[config.mk]
export PLATFORM = sky130hd
export DESIGN_NAME = stop_wake_ctrl
export DESIGN_NICKNAME = d
export VERILOG_FILES = /design/src/rtl/smr_pkg.sv /design/src/rtl/smr_cfg_regs.sv /design/src/rtl/smr_src_match.sv /design/src/rtl/smr_delay_timer.sv /design/src/rtl/stop_wake_ctrl.sv
export SDC_FILE = /design/constraint.sdc
export NUM_CORES = 1
export LEC_CHECK = 0
export ABC_AREA = 1
export ABC_CLOCK_PERIOD_IN_PS = 3700
export BUFFER_PORTS_ARGS = -buffer_cell sky130_fd_sc_hd__buf_2
export CAP_MARGIN = 20
export CORE_MARGIN = 1
export CORE_UTILIZATION = 48
export DETAILED_ROUTE_END_ITERATION = 7
export PLACE_DENSITY = 0.76
export SYNTH_ARGS = -nofsm -noshare
export SYNTH_HDL_FRONTEND = slang
export SYNTH_SLANG_ARGS = --single-unit
[constraint.sdc]
create_clock -name clk -period 3.7 [get_ports clk]
set_input_delay 0.74 -clock clk [delete_from_list [all_inputs] [get_ports clk]]
set_output_delay 0.74 -clock clk [all_outputs]
set_load 0.005 [all_outputs]
[src/rtl/smr_pkg.sv]
package smr_pkg;

    localparam int P3_PINS  = 4;
    localparam int P2_PINS  = 8;
    localparam int P2_LOW   = 4;
    localparam int CFG_W    = 7;
    localparam int SEC_W    = 2;

    typedef enum logic [2:0] {
        PSRC_NONE    = 3'd0,
        PSRC_P3_0    = 3'd1,
        PSRC_P3_1    = 3'd2,
        PSRC_P3_2    = 3'd3,
        PSRC_P3_3    = 3'd4,
        PSRC_P2_7    = 3'd5,
        PSRC_NOR_LO  = 3'd6,
        PSRC_NOR_ALL = 3'd7
    } psrc_e;

    typedef enum logic [SEC_W-1:0] {
        SSRC_NONE    = 2'd0,
        SSRC_AND_LO  = 2'd1,
        SSRC_AND_ALL = 2'd2,
        SSRC_RSVD    = 2'd3
    } ssrc_e;

    // Field order follows the write-data bit positions (bit 6 down to bit 0).
    typedef struct packed {
        logic  level;
        logic  dly_en;
        psrc_e src;
        logic  clk_undiv;
        logic  div16;
    } prim_cfg_t;

    localparam prim_cfg_t PRIM_RESET = '{
        level:     1'b0,
        dly_en:    1'b1,
        src:       PSRC_NONE,
        clk_undiv: 1'b0,
        div16:     1'b0
    };

    function automatic logic grp_nor(input logic [P2_PINS-1:0] v, input logic wide);
        return wide ? ~(|v) : ~(|v[P2_LOW-1:0]);
    endfunction

    function automatic logic grp_and(input logic [P2_PINS-1:0] v, input logic wide);
        return wide ? (&v) : (&v[P2_LOW-1:0]);
    endfunction

endpackage

[src/rtl/smr_cfg_regs.sv]
module smr_cfg_regs
    import smr_pkg::*;
(
    input  logic             clk,
    input  logic             rst,
    input  logic             wr_en,
    input  logic             wr_sel,
    input  logic [CFG_W-1:0] wr_data,
    input  logic             wake_evt,
    output prim_cfg_t        prim,
    output ssrc_e            sec
);
    logic sec_unused;
    assign sec_unused = ^wr_data[CFG_W-1:SEC_W];

    always_ff @(posedge clk) begin
        if (rst) begin
            prim <= PRIM_RESET;
            sec  <= SSRC_NONE;
        end else begin
            if (wr_en && !wr_sel)
                prim <= prim_cfg_t'(wr_data);
            if (wr_en && wr_sel)
                sec <= ssrc_e'(wr_data[SEC_W-1:0]);
            // Recovery forces the fast clock back on, overriding a same-cycle write.
            if (wake_evt)
                prim.div16 <= 1'b0;
        end
    end
endmodule

[src/rtl/smr_src_match.sv]
module smr_src_match
    import smr_pkg::*;
(
    input  prim_cfg_t          prim,
    input  ssrc_e              sec,
    input  logic [P3_PINS-1:0] p3_pins,
    input  logic [P2_PINS-1:0] p2_pins,
    output logic               match
);
    logic sel_val;
    logic sel_ok;

    always_comb begin
        sel_val = 1'b0;
        sel_ok  = 1'b1;
        unique case (prim.src)
            PSRC_P3_0:    sel_val = p3_pins[0];
            PSRC_P3_1:    sel_val = p3_pins[1];
            PSRC_P3_2:    sel_val = p3_pins[2];
            PSRC_P3_3:    sel_val = p3_pins[3];
            PSRC_P2_7:    sel_val = p2_pins[P2_PINS-1];
            PSRC_NOR_LO:  sel_val = grp_nor(p2_pins, 1'b0);
            PSRC_NOR_ALL: sel_val = grp_nor(p2_pins, 1'b1);
            PSRC_NONE: begin
                unique case (sec)
                    SSRC_AND_LO:  sel_val = grp_and(p2_pins, 1'b0);
                    SSRC_AND_ALL: sel_val = grp_and(p2_pins, 1'b1);
                    default:      sel_ok  = 1'b0;
                endcase
            end
            default: sel_ok = 1'b0;
        endcase
    end

    assign match = sel_ok && (sel_val == prim.level);
endmodule

[src/rtl/smr_delay_timer.sv]
module smr_delay_timer #(
    parameter int DELAY_CYCLES = 1024
) (
    input  logic clk,
    input  logic rst,
    input  logic start,
    output logic busy
);
    localparam int CNT_W = $clog2(DELAY_CYCLES + 1);
    localparam logic [CNT_W-1:0] LOAD = CNT_W'(DELAY_CYCLES);

    logic [CNT_W-1:0] remain;

    always_ff @(posedge clk) begin
        if (rst)
            remain <= '0;
        else if (start)
            remain <= LOAD;
        else if (remain != '0)
            remain <= remain - 1'b1;
    end

    assign busy = (remain != '0);
endmodule

[src/rtl/stop_wake_ctrl.sv]
module stop_wake_ctrl
    import smr_pkg::*;
#(
    parameter int DELAY_CYCLES = 1024
) (
    input  logic               clk,
    input  logic               rst,
    input  logic [P3_PINS-1:0] p3_pins,
    input  logic [P2_PINS-1:0] p2_pins,
    input  logic               stop_enter,
    input  logic               wr_en,
    input  logic               wr_sel,
    input  logic [CFG_W-1:0]   wr_data,
    output logic [CFG_W:0]     rd_data,
    output logic               stop_active,
    output logic               wake_req,
    output logic               delay_active,
    output logic               clk_div16,
    output logic               clk_undiv
);
    prim_cfg_t prim;
    ssrc_e     sec;
    logic      match;
    logic      wake_evt;
    logic      rec_flag;

    assign wake_evt = stop_active && match;

    smr_cfg_regs u_regs (
        .clk      (clk),
        .rst      (rst),
        .wr_en    (wr_en),
        .wr_sel   (wr_sel),
        .wr_data  (wr_data),
        .wake_evt (wake_evt),
        .prim     (prim),
        .sec      (sec)
    );

    smr_src_match u_match (
        .prim    (prim),
        .sec     (sec),
        .p3_pins (p3_pins),
        .p2_pins (p2_pins),
        .match   (match)
    );

    smr_delay_timer #(.DELAY_CYCLES(DELAY_CYCLES)) u_delay (
        .clk   (clk),
        .rst   (rst),
        .start (wake_evt && prim.dly_en),
        .busy  (delay_active)
    );

    always_ff @(posedge clk) begin
        if (rst) begin
            stop_active <= 1'b0;
            wake_req    <= 1'b0;
            rec_flag    <= 1'b0;
        end else begin
            wake_req <= wake_evt;
            if (wake_evt) begin
                stop_active <= 1'b0;
                rec_flag    <= 1'b1;
            end else if (stop_enter) begin
                stop_active <= 1'b1;
            end
        end
    end

    assign rd_data   = {rec_flag, {CFG_W{1'b0}}};
    assign clk_div16 = prim.div16;
    assign clk_undiv = prim.clk_undiv;
endmodule

==> results of run 1 <==
flip-flops by register name (all words and copies together) (netlist names):
signal,flops
stop_active,1
wake_req,1
u_regs.prim,7
rec_flag,1
u_regs.sec,2
u_delay.remain,11
logic make-up (layout without fill, tap and decap cells):
kind of cell	count (synthesis)	after routing	share of synthesized area, %
and+or+nand+nor	80	80	31.2
buffers and inverters	28	52	11.3
AOI/OAI and AO/OA	24	24	10.6
DFF	23	23	38.3
xor gates and xnor gates	7	7	5.10
adders and majority gates	3	3	3.12
other	1	7	0.312
per-layer routing:
layer / routed length, microns / global-route usage, % / vias up
li1: - / - / 575
met1: 1090 / 24.7 / 483
met2: 1050 / 32.5 / 29
met3: 77 / 2.63 / 4
met4: 25 / 7.21 / 0
met5: 0 / 0 / -
layout make-up:
type,instances,area share (%)
multi-input cells,121,45.9
well taps,28,2.56
repair buffers,29,10.6
clock buffers,3,1.65
clock inverters,1,0.366
inverters,19,5.22
flip-flops and latches,23,33.7
stage by stage:
step	setup WS, ns	total power, mW	utilization, %
4_1_cts	1.35	0.898	60.1
3_5_place_dp	1.72	0.781	58.9
6_report	1.37	0.893	60.1
3_3_place_gp	1.76	0.770	58.9
5_1_grt	1.20	0.983	60.1
2_1_floorplan	1.91	0.703	-
worst max-delay path: stages, from the launching register on:
cell and delay [ns]:
dfxtp_1 0.35, inv_1 0.06, ha_1 0.17, inv_1 0.08
nor2_2 0.15, nand3_2 0.11, nor2_4 0.19, inv_2 0.05
buf_2 0.12
cells in the mapped netlist (all sizes together) (2+ instances only):
cell | n | area (sq um)
nand3 | 7 | 40.0
nand4 | 3 | 25.0
buf | 9 | 65.1
ha | 3 | 37.5
dfxtp | 23 | 460
o21ai | 11 | 55.1
nor3 | 3 | 20.0
nand2 | 29 | 121
nor2 | 34 | 143
inv | 18 | 67.6
nor4 | 2 | 12.5
xor2 | 6 | 52.6
a21oi | 11 | 58.8
power breakdown:
part           switching, mW  total, mW  internal [mW]
clock                 0.0769      0.117         0.0404
combinational          0.239      0.413          0.174
sequential            0.0548      0.363          0.308
path summary, 6_finish.rpt:
check | startpoint | end | slack, ns | depth (start not counted)
min reg2reg | rec_flag$_SDFFE_PP0P_ | rec_flag$_SDFFE_PP0P_ | 0.48 | 2
max | u_delay.remain[0]$_SDFFE_PP0P_ | delay_active | 1.37 | 8
max reg2reg | u_regs.sec[0]$_SDFFE_PP0P_ | u_delay.remain[6]$_SDFFE_PP0P_ | 1.92 | 14
min | rec_flag$_SDFFE_PP0P_ | rec_flag$_SDFFE_PP0P_ | 0.48 | 2
cell usage in the layout, fill, tap and decap left out, types with 2 or more instances in the layout:
cell	count
o21ai_0	10
nor4_1	2
a21oi_1	10
nand2_1	26
clkbuf_4	3
conb_1	7
inv_1	17
dfxtp_1	23
nor3_1	2
xor2_1	6
nand2_2	2
buf_2	29
ha_1	3
nor2_2	3
nand3_1	6
nand4_1	2
nor2_1	30
==> impl_results.md, run 1 <==
- Post-layout instance count excluding filler cells: 224
- DRT Pass-1 Iters: 4
- Skew-Pair Late Insertion Delay: 0.31 ns
- Hpwl dp: 1840 microns
- Initial Util: 52.8%
- Setup TNS: 0 ns
- Main flop type after synthesis: dfxtp_1
- Critical Path Start Type: flip-flop
- CTS tree: built
- Number of CTS-inserted buffers: 3
- Synth warn: 0
- Number of global-route vias before repair: 1027
- Hold_ws: 0.478 ns
- Achievable Freq: 0.428 GHz
- I/O Buffers: 29
- Synth Cell Area: between 1000 and 1500 sq um
- Antenna-violating nets left: 0
- Largest net degree at the start of global routing: 14
- Area of the multi-input gates: 628 sq um
- Final Net Count: 224
- Area post-placement: 1340 sq um
- CP arrival: 1.59 ns
- Max-cap viol count: 0
- DRC violations left: 0
- CTS Buffer Depth: 2
- Layout cell share with drive strength beyond 1: 23.0%
- Root Buffer: clkbuf_4
- Post-Syn Instances: about 170
- Clk_skew: about 0.01 ns
- Die area: approximately 2700 sq um
- Seq cells post-synth: 23
- Post-CTS setup buffer count: 0
- Routed wire length: ~2200 microns
- Die X: about 52 microns
- First-pass GRT wire length: between 3000 and 4000 microns
- Mean Syn Cell Area: 7.24 sq um
- Post-CTS Hold Fix Bufs: 0
- Status: complete, no violations
- Cell count after placement: 220
- Chip height: 52.1 microns
- Core Footprint: around 2300 sq um
- # setup viols final: 0
- Library cells used by synthesis: 31
- VDD IR-drop max: approximately 0.45 mV
- Final min period: ~2.3 ns
- Max Slew Vio Count: 0
- Req. time, crit path: 2.96 ns
- Boundary pin count: 37
- GRT overflow: 0
- RSZ-0062 raised after global routing: no
- H-tree Lvls: 1
- Tcrit/Tclk final: 63.1%
- DR vias: 1091
- Ys async rst share: 0%
- Clock Pin Slew Worst Setup and Hold Paths: 0.13 ns
- EDFF count, synth: 0
- Standard-cell rows: 17
- LEAKAGE: between 0.6 and 0.7 nW
- GPL Wtd Cong: 0.864
- Final Hold Viols: 0
- Sink Count: 23
- Antenna diodes: 0
- Drt via density: approximately 4.9
- Cell area after layout: 1370 sq um
- Critical path capture point type: output pin
- Area Growth Syn to Fin: 13.7%
- Post-synthesis sequential area ratio: 38.3%
- Tot GR Track Use: 19.3%
- Setup Crit Path Kind: reg2out
- Seq. cell area: roughly 460 sq um
- CP max FO: 7
- Number of DRC markers in iteration 0: 8
- Worst Hold Class: reg2reg
- P per Cell Area: roughly 650 nW/um^2
- Fill cell count: between 200 and 250
- DR WL/cell: 10.0 microns
- Initial antenna violation count: 0
- PostCTS Resize Cnt: 0
Note: power is estimated with default switching activity, not from simulation.
==> inputs of run 2 (changes only) <==
--- a/config.mk
+++ b/config.mk
@@ -6,7 +6,7 @@
 export NUM_CORES = 1
 export LEC_CHECK = 0
 export ABC_AREA = 1
-export ABC_CLOCK_PERIOD_IN_PS = 3700
+export ABC_CLOCK_PERIOD_IN_PS = 2330
 export BUFFER_PORTS_ARGS = -buffer_cell sky130_fd_sc_hd__buf_2
 export CAP_MARGIN = 20
 export CORE_MARGIN = 1
==> constraint.sdc (replaced) <==
create_clock -name clk -period 2.33 [get_ports clk]
set_input_delay 0.466 -clock clk [delete_from_list [all_inputs] [get_ports clk]]
set_output_delay 0.466 -clock clk [all_outputs]
set_load 0.005 [all_outputs]
==> impl_results.md, run 2 (same netlist as run 1, synthesis figures left out) <==
- VDD IR-drop max: 0.667 mV (+50%)
- Met3 Use GR: 3.51% (+0.88 points)
- CTS tree: built
- Fill cell count: 209 (-0.95%)
- Top Registers: u_delay.remain x11, u_regs.prim x7, u_regs.sec x2
- DR vias: 1062 (-2.7%)
- Initial antenna violation count: 0 (unchanged)
- Final setup slack of the worst path: 0.190 ns (-1.17 ns)
- Tot GR Track Use: 20.8% (+1.5 points)
- I/O Buffers: 29 (unchanged)
- Worst Hold Class: in2reg
- RR Startpoint: u_regs.sec[0]$_SDFFE_PP0P_
- PostCTS Resize Cnt: 0 (unchanged)
- Boundary pin count: 37 (unchanged)
- Worst Setup SP: u_delay.remain[0]$_SDFFE_PP0P_
- Routed wire length: 2370 microns (+5.6%)
- Clk_skew: 0.00214 ns (-0.00763 ns)
- Commonest non-fill, non-tap cells in the layout: 30 x nor2_1, 29 x buf_2, 26 x nand2_1
- Area post-placement: 1340 sq um (unchanged)
- Setup slack, reg-to-reg: 0.61 ns (-1.31 ns)
- Area Growth Syn to Fin: 13.6% (about the same)
- CP max FO: 7 (unchanged)
- Antenna-violating nets left: 0 (unchanged)
- Layout cell share with drive strength beyond 1: 22.4% (-0.51 points)
- Root Buffer: clkbuf_4
- CTS Buffer Depth: 2 (unchanged)
- GPL Wtd Cong: 0.823 (-4.7%)
- Area of the multi-input gates: 628 sq um (unchanged)
- Die X: 52.1 microns (unchanged)
- Setup TNS: 0 ns (unchanged)
- Req. time, crit path: 1.86 ns (-1.10 ns)
- Final Hold Viols: 0 (unchanged)
- DRT Pass-1 Iters: 4 (unchanged)
- GRT Max-Usage Layer: met2
- Critical path capture point type: output pin
- Max FFs per register: 11 (unchanged)
- Achievable Freq: 0.467 GHz
- Sink Count: 23 (unchanged)
- GR Layer Usage met1: 26.3% (+1.6 points)
- Max-cap viol count: 0 (unchanged)
- LEAKAGE: 0.656 nW (-0.41%)
- Chip height: 52.1 microns (unchanged)
- CP arrival: 1.67 ns (+0.08 ns)
- Antenna diodes: 0 (unchanged)
- Final min period: approximately 2.1 ns
- Die area: 2710 sq um (unchanged)
- R2R cell count: 14 (unchanged)
- Setup Crit Path Kind: reg2out
- Post-CTS Hold Fix Bufs: 0 (unchanged)
- Standard-cell rows: 17 (unchanged)
- Seq. cell area: 460 sq um (unchanged)
- Clock Pin Slew Worst Setup and Hold Paths: 0.13 ns (about the same)
- Commonest non-fill, non-tap cell in the layout: nor2_1
- Number of CTS-inserted buffers: 3 (unchanged)
- Final Net Count: 224 (unchanged)
- Tcrit/Tclk final: about nine tenths
- Largest net degree at the start of global routing: 13 (-1)
- Max Slew Vio Count: 0 (unchanged)
- Cell area after layout: 1370 sq um (about the same)
- DRC violations left: 0 (unchanged)
- Core Footprint: 2280 sq um (unchanged)
- Place WS: 0.557 ns (-1.16 ns)
- Initial Util: 52.8% (unchanged)
- Met2 Use GR: 33.8% (+1.3 points)
- First-pass GRT wire length: 4110 microns (+3.1%)
- Critical Path Start Type: flip-flop
- H-tree Lvls: 1 (unchanged)
- Reg2reg end: u_delay.remain[4]$_SDFFE_PP0P_
- Largest Register: u_delay.remain
- Number of global-route vias before repair: 996 (-3.0%)
- Hpwl dp: 1910 microns (+3.9%)
- Number of DRC markers in iteration 0: 28 (+20)
- # setup viols final: 0 (unchanged)
- Status: complete, no violations
- Final core utilization: 60.0% (about the same)
- GRT overflow: 0 (unchanged)
- DR WL/cell: 10.6 microns (+5.6%)
- Critical Path End: delay_active
- Hold_ws: 0.351 ns (-0.127 ns)
- Skew-Pair Late Insertion Delay: 0.32 ns (about the same)
- P per Cell Area: 1050 nW/um^2 (+61%)
- Post-CTS setup buffer count: 0 (unchanged)
- RSZ-0062 raised after global routing: no
- Drt via density: 4.74 (-2.7%)
## run 2: cell count changes in the layout (fill, tap and decap cells not counted)
cell | previous run | this run
clkinv_2 | 1 | 0
clkbuf_1 | 0 | 1
## run 2: final cells by class
cell class,count,area share (%)
Tap cell,28,2.56
Clock buffer,4,1.92
Inverter,19,5.22
Multi-Input combinational cell,121,46.0
Timing Repair Buffer,29,10.6
Sequential cell,23,33.7
## run 2: worst min path at each step
stage	from	endpoint	slack (ns)	cells after the start
global route	rst	u_delay.remain[10]$_SDFFE_PP0P_	0.35	2
CTS	rst	u_delay.remain[10]$_SDFFE_PP0P_	0.35	2
floorplan	rec_flag$_SDFFE_PP0P_	rec_flag$_SDFFE_PP0P_	0.44	2
global placement	rec_flag$_SDFFE_PP0P_	rec_flag$_SDFFE_PP0P_	0.45	2
finish	rst	u_delay.remain[10]$_SDFFE_PP0P_	0.35	2
detailed placement	u_regs.prim[0]$_SDFFE_PP0P_	u_regs.prim[0]$_SDFFE_PP0P_	0.46	2
## run 2: report_power, final
part	total, mW	internal, mW	switching, mW
sequential	0.576	0.490	0.0858
clock	0.192	0.0671	0.125
combinational	0.671	0.276	0.395
total	1.44	0.833	0.606
## run 2: worst max-delay path, cell delays in order (launching register included)
cell and delay (ns):
dfxtp_1 0.35, inv_1 0.06, ha_1 0.18, inv_1 0.09, nor2_2 0.17, nand3_2 0.12
nor2_4 0.21, inv_2 0.06, buf_2 0.12
## run 2: through the flow
step | cells | power, mW
finish | 224 | 1.44
global route | 224 | 1.57
CTS | 224 | 1.45
detailed placement | 220 | 1.26
global placement | 220 | 1.23
floorplan | 172 | 1.12
## run 2: per-layer routing
| metal | up-vias | share of wire, % |
|---|---|---|
| met5 | - | 0 |
| met4 | 0 | 2.0 |
| met3 | 5 | 3.3 |
| met2 | 26 | 45 |
| met1 | 454 | 50 |
| li1 | 577 | - |
==> inputs of run 3 (changes only) <==
--- a/config.mk
+++ b/config.mk
@@ -6,13 +6,13 @@
 export NUM_CORES = 1
 export LEC_CHECK = 0
 export ABC_AREA = 1
-export ABC_CLOCK_PERIOD_IN_PS = 2330
 export BUFFER_PORTS_ARGS = -buffer_cell sky130_fd_sc_hd__buf_2
 export CAP_MARGIN = 20
 export CORE_MARGIN = 1
 export CORE_UTILIZATION = 48
 export DETAILED_ROUTE_END_ITERATION = 7
-export PLACE_DENSITY = 0.76
+export PLACE_DENSITY = 0.74
 export SYNTH_ARGS = -nofsm -noshare
 export SYNTH_HDL_FRONTEND = slang
+export SYNTH_HIERARCHICAL = 1
 export SYNTH_SLANG_ARGS = --single-unit
==> impl_results.md, run 3 <==
- Number of DRC markers in iteration 0: 25 (-11%)
- DR WL/cell: 9.34 microns (-12%)
- Most frequent cells after synthesis: 39 x nand2_1, 35 x nor2_1, 28 x inv_1
- Max Slew Vio Count: 0 (unchanged)
- Tot Pwr: 1.40 mW (-2.9%)
- Area Growth Syn to Fin: 12.1%
- Commonest non-fill, non-tap cell in the layout: nand2_1
- First-pass GRT wire length: 4320 microns (+5.2%)
- Post-Syn Instances: 203 (+22%)
- Hold_ws: 0.378 ns (+0.0271 ns)
- Initial antenna violation count: 0 (unchanged)
- Met2 Routed Length: 1070 microns (+0.66%)
- CTS Buffer Depth: 2 (unchanged)
- Hpwl dp: 1940 microns (+1.3%)
- Worst path cell trace: inv_1, ha_1, nor2_1, nand2_1, nor2_1, nand2_1, nand2_1, nand2_1, nand2_1, nand2_1, nor2_1, nor2_2, nand2_2, nor2_2, nor2_1, inv_2, a21oi_1, o21a_1
- # setup viols final: 0 (unchanged)
- WL met1: 1280 microns (+8.7%)
- GPL Wtd Cong: 0.806 (-2.1%)
- CP max FO: 8 (+1)
- Slowest-stage cell, CP: dfxtp_2
- Chip height: 55.8 microns (+7.2%)
- CTS tree: built
- Worst path top cell family by delay: simple AND/OR/NAND/NOR gates
- EDFF count, synth: 0 (unchanged)
- I/O Buffers: 29 (unchanged)
- Cell accounting for the most synthesized area: dfxtp_1
- Largest net degree at the start of global routing: 13 (unchanged)
- Sink Count: 23 (unchanged)
- Root Buffer: clkbuf_4
- Critical Path Start Type: flip-flop
- Place WS: 0.112 ns (-0.445 ns)
- CP bufs+invs: 2 (-2)
- Number of CTS-inserted buffers: 3 (unchanged)
- Max incr delay on CP: 0.36 ns (about the same)
- Post-layout instance count excluding filler cells: 264 (+18%)
- Max-cap viol count: 0 (unchanged)
- Die area: 3110 sq um (+15%)
- Worst Hold Class: in2reg
- Core Footprint: 2760 sq um (+21%)
- Clock Pin Slew Worst Setup and Hold Paths: 0.13 ns (about the same)
- Ys async rst share: 0% (unchanged)
- CP arrival: 2.39 ns (+0.72 ns)
- Skew-Pair Late Insertion Delay: 0.30 ns (-0.02 ns)
- Synth warn: 6 (+6)
- Achievable Freq: 0.469 GHz (+0.27%)
- LEAKAGE: 0.802 nW (+22%)
- Seq cells post-synth: 23 (unchanged)
- Setup Crit Path Kind: reg2reg
- Max Used Layer: met4
- Clk_skew: 0.00100 ns (-0.00114 ns)
- Antenna-violating nets left: 0 (unchanged)
- Final setup slack of the worst path: 0.196 ns (+0.00568 ns)
- Met3 wire length: 98 microns (+24%)
- Max FFs per register: 11 (unchanged)
- Critical path capture point type: flip-flop
- Cell count after placement: 260 (+18%)
- Count leader, synth: nand2_1
- Post-synthesis sequential area ratio: 33.2% (-5.1 points)
- Library cells used by synthesis: 28 (-9.7%)
- Die X: 55.8 microns (+7.2%)
- Post-synth top area share: 33.2% (-5.1 points)
- DRC violations left: 0 (unchanged)
- Post-CTS setup buffer count: 0 (unchanged)
- Layout cell share with drive strength beyond 1: 24.0% (+1.6 points)
- DR vias: 1220 (+15%)
- Status: complete, no violations
- Top cells by area, synth: dfxtp_1 33%, nand2_1 11%, nor2_1 9.5%
- Antenna diodes: 0 (unchanged)
- Commonest non-fill, non-tap cells in the layout: 39 x nand2_1, 33 x nor2_1, 29 x buf_2
- Most used cell, CP: nand2_1
- H-tree Lvls: 1 (unchanged)
- DRT Pass-1 Iters: 4 (unchanged)
- Req. time, crit path: 2.59 ns (+0.73 ns)
- Final Net Count: 262 (+17%)
- Worst Setup SP: u_regs/sec[0]$_SDFFE_PP0P_
- Synth Cell Area: 1390 sq um (+16%)
- Largest Register: u_delay/remain
- Tot GR Track Use: 17.2% (-3.6 points)
- Top Registers: u_delay/remain x11, u_regs/prim x7, u_regs/sec x2
- Boundary pin count: 37 (unchanged)
- Main flop type after synthesis: dfxtp_1
- RR Startpoint: u_regs/sec[0]$_SDFFE_PP0P_
- P per Cell Area: 898 nW/um^2 (-15%)
- Tcrit/Tclk final: 91.6% (-0.24 points)
- Drt via density: 4.62 (-2.5%)
- Standard-cell rows: 19 (+2)
- Routed wire length: 2470 microns (+4.2%)
- Final min period: 2.13 ns (-0.00568 ns)
- Final core utilization: 56.4% (-3.6 points)
- Final Hold Viols: 0 (unchanged)
- Initial Util: 50.4% (-2.5 points)
- Fill cell count: 290 (+39%)
- GRT overflow: 0 (unchanged)
- Number of global-route vias before repair: 1062 (+6.6%)
- VDD IR-drop max: 0.748 mV (+12%)
- Hold Crit Start: stop_enter
- Mean Syn Cell Area: 6.84 sq um (-5.5%)
==> run 3: worst register-to-register path, stage by stage, from the launching register on <==
cell and delay [ns]:
dfxtp_2 0.36, inv_1 0.04, ha_1 0.30, nor2_1 0.10
nand2_1 0.05, nor2_1 0.09, nand2_1 0.06, nand2_1 0.05
nand2_1 0.05, nand2_1 0.05, nand2_1 0.07, nor2_1 0.14
nor2_2 0.07, nand2_2 0.10, nor2_2 0.05, nor2_1 0.15
inv_2 0.11, a21oi_1 0.14, o21a_1 0.13
==> run 3: power by group <==
| part | switching [mW] | internal [mW] | leakage (nW) |
|---|---|---|---|
| clock | 0.117 | 0.0667 | 0.0150 |
| sequential | 0.0682 | 0.467 | 0.190 |
| combinational | 0.400 | 0.279 | 0.597 |
==> run 3: routing by layer <==
layer,track usage [%],vias up
met5,0,-
met4,4.29,0
met3,2.79,2
met2,26.9,23
met1,24.9,519
li1,-,676
==> run 3: final cells by class <==
cell class | instances | area [sq um] | area share, %
inverter | 32 | 126 | 8.12
multi-input combinational | 145 | 758 | 48.7
clock buffer | 4 | 26.3 | 1.69
timing repair buffer | 29 | 145 | 9.32
tap | 31 | 38.8 | 2.49
sequential | 23 | 462 | 29.7
==> run 3: kinds of logic (layout without fill, tap and decap cells) <==
family	Yosys count	after routing	share of synthesized area, %
and+or+nand+nor	114	114	38.7
buffers and inverters	41	65	14.2
DFF	23	23	33.2
AOI/OAI and AO/OA	15	15	6.85
xor gates and xnor gates	5	5	3.15
adders and majority gates	4	4	3.60
other	1	7	0.270
==> run 3: timing repair <==
action	4_1_cts	5_1_grt
hold buffers	0	0
gates resized for setup	0	4
endpoints found under the setup margin	0	8
==> run 3: metrics by stage <==
stage          TNS, ns  area [sq um]
2_1_floorplan        0          1410
3_3_place_gp         0          1520
3_5_place_dp         0          1520
4_1_cts              0          1550
5_1_grt        -0.0615          1560
6_report             0          1560
==> run 3: worst paths after layout <==
| check | cells past startpoint | slack, ns | end |
|---|---|---|---|
| max | 18 | 0.20 | u_delay/remain[0]$_SDFFE_PP0P_ |
| min | 3 | 0.38 | stop_active$_SDFFE_PP0P_ |
| max reg2reg | 18 | 0.20 | u_delay/remain[0]$_SDFFE_PP0P_ |
| min reg2reg | 2 | 0.46 | rec_flag$_SDFFE_PP0P_ |
